## src/rtl/clkmode_pkg.sv

```systemverilog
package clkmode_pkg;

    typedef enum logic [3:0] {
        S_MAIN   = 4'd0,
        S_PLL    = 4'd1,
        S_SUB    = 4'd2,
        S_SWITCH = 4'd3,
        S_SLEEP  = 4'd4,
        S_WATCH  = 4'd7,
        S_STOP   = 4'd8,
        S_WAKE   = 4'd9
    } state_t;

    typedef enum logic [1:0] {
        RUN_MAIN = 2'd0,
        RUN_PLL  = 2'd1,
        RUN_SUB  = 2'd2
    } run_t;

    localparam logic [2:0] REQ_MAIN  = 3'd0;
    localparam logic [2:0] REQ_PLL   = 3'd1;
    localparam logic [2:0] REQ_SUB   = 3'd2;
    localparam logic [2:0] REQ_SLEEP = 3'd4;
    localparam logic [2:0] REQ_WATCH = 3'd5;
    localparam logic [2:0] REQ_STOP  = 3'd6;

    localparam logic [1:0] SEL_NONE = 2'd0;

endpackage

```

## src/rtl/sub_divider.sv

```systemverilog
module sub_divider (
    input  logic clk,
    input  logic rst_n,
    input  logic src_tick,
    input  logic div4,
    output logic sub_tick
);
    logic [1:0] phase_q;

    always_ff @(posedge clk or negedge rst_n) begin
        if (!rst_n)
            phase_q <= 2'd0;
        else if (src_tick)
            phase_q <= phase_q + 2'd1;
    end

    assign sub_tick = src_tick && (div4 ? (phase_q == 2'd3) : phase_q[0]);

endmodule

```

## src/rtl/settle_counter.sv

```systemverilog
module settle_counter #(
    parameter int SETTLE_LOG2 = 14
) (
    input  logic clk,
    input  logic rst_n,
    input  logic restart,
    input  logic tick,
    output logic busy
);
    localparam int CW = SETTLE_LOG2 + 1;

    logic [CW-1:0] count_q;

    always_ff @(posedge clk or negedge rst_n) begin
        if (!rst_n)
            count_q <= '0;
        else if (restart)
            count_q <= '0;
        else if (tick && busy)
            count_q <= count_q + CW'(1);
    end

    assign busy = ~count_q[CW-1];


    settle_done_hold_chk: assert property (@(posedge clk) disable iff (!rst_n)
        (!busy && !restart) |=> !busy);


    settle_restart_chk: assert property (@(posedge clk) disable iff (!rst_n)
        restart |=> busy);

endmodule

```

## src/rtl/mode_fsm.sv

```systemverilog
module mode_fsm
    import clkmode_pkg::*;
(
    input  logic       clk,
    input  logic       rst_n,
    input  logic       req_valid,
    input  logic [2:0] req_mode,
    input  logic       intermittent,
    input  logic       bus_req,
    input  logic       wake_hit,
    input  logic       settle_busy,
    output logic       settle_restart,
    output logic       cpu_clk_en,
    output logic       per_clk_en,
    output logic       watch_en,
    output logic [1:0] clk_sel,
    output logic       main_osc_en,
    output logic       pll_en,
    output logic [3:0] mode_stat
);
    state_t state_q, state_n;
    run_t   run_q, run_n;
    run_t   tgt_q, tgt_n;
    logic   pend_q, pend_n;

    function automatic state_t run_state(input run_t r);
        unique case (r)
            RUN_PLL: return S_PLL;
            RUN_SUB: return S_SUB;
            default: return S_MAIN;
        endcase
    endfunction

    // state register
    always_ff @(posedge clk or negedge rst_n) begin
        if (!rst_n) begin
            state_q <= S_MAIN;
            run_q   <= RUN_MAIN;
            tgt_q   <= RUN_MAIN;
            pend_q  <= 1'b0;
        end else begin
            state_q <= state_n;
            run_q   <= run_n;
            tgt_q   <= tgt_n;
            pend_q  <= pend_n;
        end
    end

    // next state
    always_comb begin
        state_n = state_q;
        run_n   = run_q;
        tgt_n   = tgt_q;
        pend_n  = pend_q;
        unique case (state_q)
            S_MAIN, S_PLL, S_SUB: begin
                if (pend_q) begin
                    if (!settle_busy) begin
                        state_n = S_SWITCH;
                        tgt_n   = RUN_SUB;
                        pend_n  = 1'b0;
                    end
                end else if (req_valid) begin
                    unique case (req_mode)
                        REQ_MAIN, REQ_PLL, REQ_SUB: begin
                            if (req_mode[1:0] != run_q) begin
                                if (req_mode == REQ_SUB && settle_busy) begin
                                    pend_n = 1'b1;
                                end else begin
                                    state_n = S_SWITCH;
                                    tgt_n   = run_t'(req_mode[1:0]);
                                end
                            end
                        end
                        REQ_SLEEP: state_n = S_SLEEP;
                        REQ_WATCH: state_n = S_WATCH;
                        REQ_STOP:  state_n = S_STOP;
                        default:   state_n = state_q;
                    endcase
                end
            end
            S_SWITCH: begin
                state_n = run_state(tgt_q);
                run_n   = tgt_q;
            end
            S_SLEEP, S_WATCH: begin
                if (wake_hit)
                    state_n = run_state(run_q);
            end
            S_STOP: begin
                if (wake_hit)
                    state_n = S_WAKE;
            end
            S_WAKE: begin
                if (!settle_busy)
                    state_n = run_state(run_q);
            end
            default: state_n = S_MAIN;
        endcase
    end

    // outputs
    always_comb begin
        logic in_run;
        in_run         = (state_q == S_MAIN) || (state_q == S_PLL) || (state_q == S_SUB);
        settle_restart = (state_q == S_STOP) && wake_hit;
        cpu_clk_en     = 1'b0;
        per_clk_en     = 1'b0;
        watch_en       = 1'b1;
        clk_sel        = SEL_NONE;
        main_osc_en    = 1'b0;
        pll_en         = 1'b0;
        mode_stat      = state_q;
        unique case (state_q)
            S_MAIN, S_PLL, S_SUB, S_SLEEP: begin
                cpu_clk_en  = in_run && (!intermittent || bus_req);
                per_clk_en  = 1'b1;
                clk_sel     = 2'(run_q) + 2'd1;
                main_osc_en = (run_q != RUN_SUB);
                pll_en      = (run_q == RUN_PLL);
                if (state_q == S_SLEEP)
                    mode_stat = 4'd4 + 4'(run_q);
            end
            S_SWITCH: begin
                main_osc_en = (run_q != RUN_SUB) || (tgt_q != RUN_SUB);
                pll_en      = (run_q == RUN_PLL) || (tgt_q == RUN_PLL);
            end
            S_WATCH: begin
                watch_en = 1'b1;
            end
            S_STOP: begin
                watch_en = 1'b0;
            end
            S_WAKE: begin
                watch_en    = 1'b0;
                main_osc_en = (run_q != RUN_SUB);
                pll_en      = (run_q == RUN_PLL);
            end
            default: watch_en = 1'b1;
        endcase
    end


    switch_one_cycle_chk: assert property (@(posedge clk) disable iff (!rst_n)
        (state_q == S_SWITCH) |=> (state_q != S_SWITCH));


    pend_hold_chk: assert property (@(posedge clk) disable iff (!rst_n)
        (pend_q && settle_busy && state_q != S_SWITCH) |=> $stable(state_q));


    stop_wake_chk: assert property (@(posedge clk) disable iff (!rst_n)
        (state_q == S_STOP && wake_hit) |=> (state_q == S_WAKE && settle_busy));


    sleep_hold_chk: assert property (@(posedge clk) disable iff (!rst_n)
        (state_q == S_SLEEP && !wake_hit) |=> (state_q == S_SLEEP));

endmodule

```

## src/rtl/clkmode_ctrl.sv

```systemverilog
module clkmode_ctrl #(
    parameter int SETTLE_LOG2 = 14,
    parameter int WAKE_N      = 4
) (
    input  logic              clk,
    input  logic              rst_n,
    input  logic              sub_src_tick,
    input  logic              sub_div4,
    input  logic              req_valid,
    input  logic [2:0]        req_mode,
    input  logic              intermittent,
    input  logic              bus_req,
    input  logic [WAKE_N-1:0] wake_evt,
    input  logic [WAKE_N-1:0] wake_mask,
    output logic              cpu_clk_en,
    output logic              per_clk_en,
    output logic              watch_en,
    output logic [1:0]        clk_sel,
    output logic              main_osc_en,
    output logic              pll_en,
    output logic              settle_busy,
    output logic [3:0]        mode_stat
);
    logic sub_tick;
    logic restart;
    logic wake_hit;

    assign wake_hit = |(wake_evt & wake_mask);

    sub_divider u_div (
        .clk      (clk),
        .rst_n    (rst_n),
        .src_tick (sub_src_tick),
        .div4     (sub_div4),
        .sub_tick (sub_tick)
    );

    settle_counter #(.SETTLE_LOG2(SETTLE_LOG2)) u_settle (
        .clk     (clk),
        .rst_n   (rst_n),
        .restart (restart),
        .tick    (sub_tick),
        .busy    (settle_busy)
    );

    mode_fsm u_fsm (
        .clk            (clk),
        .rst_n          (rst_n),
        .req_valid      (req_valid),
        .req_mode       (req_mode),
        .intermittent   (intermittent),
        .bus_req        (bus_req),
        .wake_hit       (wake_hit),
        .settle_busy    (settle_busy),
        .settle_restart (restart),
        .cpu_clk_en     (cpu_clk_en),
        .per_clk_en     (per_clk_en),
        .watch_en       (watch_en),
        .clk_sel        (clk_sel),
        .main_osc_en    (main_osc_en),
        .pll_en         (pll_en),
        .mode_stat      (mode_stat)
    );


    watch_gate_chk: assert property (@(posedge clk) disable iff (!rst_n)
        (mode_stat == 4'd7) |-> (!per_clk_en && !cpu_clk_en && !main_osc_en && watch_en));

endmodule

```

## config.mk

```make
export PLATFORM = sky130hd
export DESIGN_NAME = clkmode_ctrl
export DESIGN_NICKNAME = d
export VERILOG_FILES = /design/src/rtl/clkmode_pkg.sv /design/src/rtl/sub_divider.sv /design/src/rtl/settle_counter.sv /design/src/rtl/mode_fsm.sv /design/src/rtl/clkmode_ctrl.sv
export SDC_FILE = /design/constraint.sdc
export NUM_CORES = 1
export LEC_CHECK = 0
export BUFFER_PORTS_ARGS = -buffer_cell sky130_fd_sc_hd__buf_2
export CAP_MARGIN = 10
export CELL_PAD_IN_SITES_DETAIL_PLACEMENT = 1
export CELL_PAD_IN_SITES_GLOBAL_PLACEMENT = 1
export CORE_MARGIN = 1.5
export CORE_UTILIZATION = 41
export DETAILED_ROUTE_END_ITERATION = 12
export PLACE_DENSITY_LB_ADDON = 0.1
export RECOVER_POWER = 100
export SETUP_SLACK_MARGIN = 0.4
export SLEW_MARGIN = 20
export SYNTH_ARGS = -nofsm -noshare
export SYNTH_HDL_FRONTEND = slang
export SYNTH_HIERARCHICAL = 1
export SYNTH_SLANG_ARGS = --single-unit
export TNS_END_PERCENT = 5
```

## constraint.sdc

```tcl
create_clock -name clk -period 2.1 [get_ports clk]
set_input_delay 0.42 -clock clk [delete_from_list [all_inputs] [get_ports clk]]
set_output_delay 0.42 -clock clk [all_outputs]
set_load 0.1 [all_outputs]
```

==> metrics.txt <==
DP HPWL 3580 um; Placeable Area about 0.0038 mm2; number of I/O pins 30; Slowest cell on crit path dfrtp_2; share of cells above drive strength 1 a little over a third; fillers 414; WS Path Type reg -> out; CP Capture Type output port; Total GRT Usage between 20% and 30%; number of I/O port buffers 29; CTS tree done; DP Area ~0.0021 mm2; Root Driver clkbuf_8; main area contributors after synthesis dfrtp_1, nor2_1, xnor2_1; Clock Tree Buf Depth 2; pin count of the biggest net entering global routing 27; first-pass GRT wire length 8090 um; share of the synthesized area in the top cell type 39.3%; Starting Density 43.9%; WP data arrival roughly 1700 ps; Fmax achieved slightly below 500 MHz; worst hold path class in -> reg; relative slew slack 6.73%; Largest stage delay, worst path between 400 and 500 ps; reg-to-reg critical path startpoint u_fsm/state_q[3]$_DFFE_PN0P_; DIE WIDTH 66.5 um; Worst-Skew Late Latency 280 ps; number of routed nets with antenna violations 0; Die Span Y 66.5 um; cts bufs inserted 3; Max Slew Vio Count 0; Pre-Repair DR Iteration Count 4; clock sinks 26; Routed WL 5080 um; area leader, netlist dfrtp_1; Synth cell types 43; status complete, no violations; final instance area 0.00223 mm2; critical path startpoint category register; Period minus WS final about 2100 ps; DR WL met2 2770 um; Clk pin slew, worst setup/hold paths 100 ps; Rows 22; hold_buf cts 0; Highest Signal Layer met4; die area ~0.0044 mm2; routability cong. between 0.8 and 0.9; setup TNS 0 ps; clk_skew 6.46 ps; number of global-route vias before repair 1694; DP Cell Count 259; antenna violations before repair 0; worst r2r dst u_settle/count_q[13]$_DFFE_PN0P_; Ys Warns 6; crit path cell chain nand2_4 -> nor3_4 -> and3_4 -> nor2_2 -> nor2_4 -> buf_12; routed wl met3 approximately 160 um; Async S/R FF share, synth 100%; Layout area overhead 34.9%; grt ovf 0; Hold Crit Endpoint u_div/phase_q[0]$_DFFE_PN0P_; R2R cell count 6; Final Hold Fails 0; area of the mapped netlist 0.00165 mm2; WP data required 1680 ps; final setup vio count 0; Post-synth EDFFs 0; drt wl/cell roughly 19 um; via count about 1.5k; FF-to-FF setup slack about 90 ps; Max FO, Critical Path 5; initial DRC count 37; met1 WL 2010 um; RSZ-0062 raised after global routing true; Worst Tran Pin Value about 1400 ps; max-cap check violation count 0; gate count of the mapped netlist 184; hold path cells 2; sequential area share after synthesis 39.3%; worst hold slack 343 ps; fin nets 244; Via density 5.76; Final Non-Filler Cells 268; Ant. Diodes 0; DRC 0; Min-Delay Startpoint sub_src_tick; Seq cells post-synth 26; period utilisation layout 99.0%; Main synth FF type dfrtp_1; Syn Nets 207; Syn Area/Cell 8.99 um2; H-tree Lvls 1
-- stage by stage --
step / util, % / worst slack, ps
floorplan: - / 148
detailed placement: 55.1 / 60.6
finish: 59.2 / 20.8
global route: 59.2 / -31.2
CTS: 57.9 / 28.4
global placement: 55.1 / 193
-- registers in the layout, indices dropped and copies added (netlist names) --
| signal | flops |
|---|---|
| u_div/phase_q | 2 |
| u_fsm/pend_q | 1 |
| u_fsm/run_q | 2 |
| u_fsm/state_q | 4 |
| u_fsm/tgt_q | 2 |
| u_settle/count_q | 15 |
-- worst max-delay path: cells and delay by family (launching register included) --
family | cells | cell delay, ps
buffers and inverters | 1 | 180
and+or+nand+nor | 5 | 770
DFF | 1 | 440
-- how the worst max path moves through the flow --
stage	start	endpoint	cells past startpoint
5_1_grt	u_fsm/state_q[3]$_DFFE_PN0P_	u_settle/count_q[11]$_DFFE_PN0P_	7
2_1_floorplan	u_fsm/state_q[3]$_DFFE_PN0P_	mode_stat[0]	2
3_3_place_gp	sub_div4	u_settle/count_q[13]$_DFFE_PN0P_	7
3_5_place_dp	wake_evt[2]	u_fsm/state_q[2]$_DFFE_PN0P_	7
6_report	u_fsm/state_q[0]$_DFFE_PN0P_	pll_en	6
4_1_cts	u_fsm/state_q[2]$_DFFE_PN0P_	pll_en	6
-- Yosys cell counts, types with 4 or more instances --
| cell | instances |
|---|---|
| a21oi_1 | 7 |
| clkbuf_1 | 4 |
| dfrtp_1 | 26 |
| ha_1 | 5 |
| inv_1 | 13 |
| mux2i_1 | 4 |
| nand2_1 | 14 |
| nand2b_1 | 4 |
| nand3_1 | 7 |
| nor2_1 | 31 |
| nor3_1 | 4 |
| o21ai_0 | 6 |
| xnor2_1 | 9 |
| xor2_1 | 4 |
-- per-layer routing --
| layer | GRT usage (%) | up-vias |
|---|---|---|
| met2 | 44.8 | 38 |
| met5 | 0 | - |
| met1 | 26.5 | 779 |
| met3 | 4.22 | 17 |
| met4 | 11.5 | 0 |
| li1 | - | 710 |
-- repair_timing --
item / 4_1_cts / 5_1_grt
gates resized for setup: 5 / 14
buffers inserted: 3 / 2
pin swaps: 3 / 5
endpoints found under the setup margin: 30 / 31
-- kinds of logic (layout without fill, tap and decap cells) --
kind of cell | after synthesis | count (layout) | share of synthesized area (%)
AO/OA/AOI/OAI | 31 | 31 | 12.6
XOR/XNOR | 13 | 13 | 6.88
adder cells (fa/ha/maj) | 5 | 5 | 3.78
buffers and inverters | 19 | 55 | 4.46
flip-flops | 26 | 26 | 39.3
multiplexers | 10 | 10 | 7.19
AND/OR/NAND/NOR | 80 | 80 | 25.8
-- cell usage in the layout, fill, tap and decap left out, drive strengths merged, types with 5 or more instances in the layout --
cell	n
buf	34
nor2	31
dfrtp	26
nand2	14
inv	11
xnor2	9
nand3	7
a21oi	7
o21ai	7
clkbuf	7
mux2	6
ha	5
-- area by class of cell --
type	count	area (um2)	share of cell area, %
repair buffers	38	310	13.9
clock buffers	3	41.3	1.85
clock inverters	1	30.0	1.35
inverters	13	56.3	2.52
multi-input cells	139	1080	48.2
flip-flops and latches	26	657	29.4
well taps	48	60.1	2.69
Power is left out: the tool's default activity adds up to more than one toggle a clock period on the data nets, which glitch-free logic cannot reach.
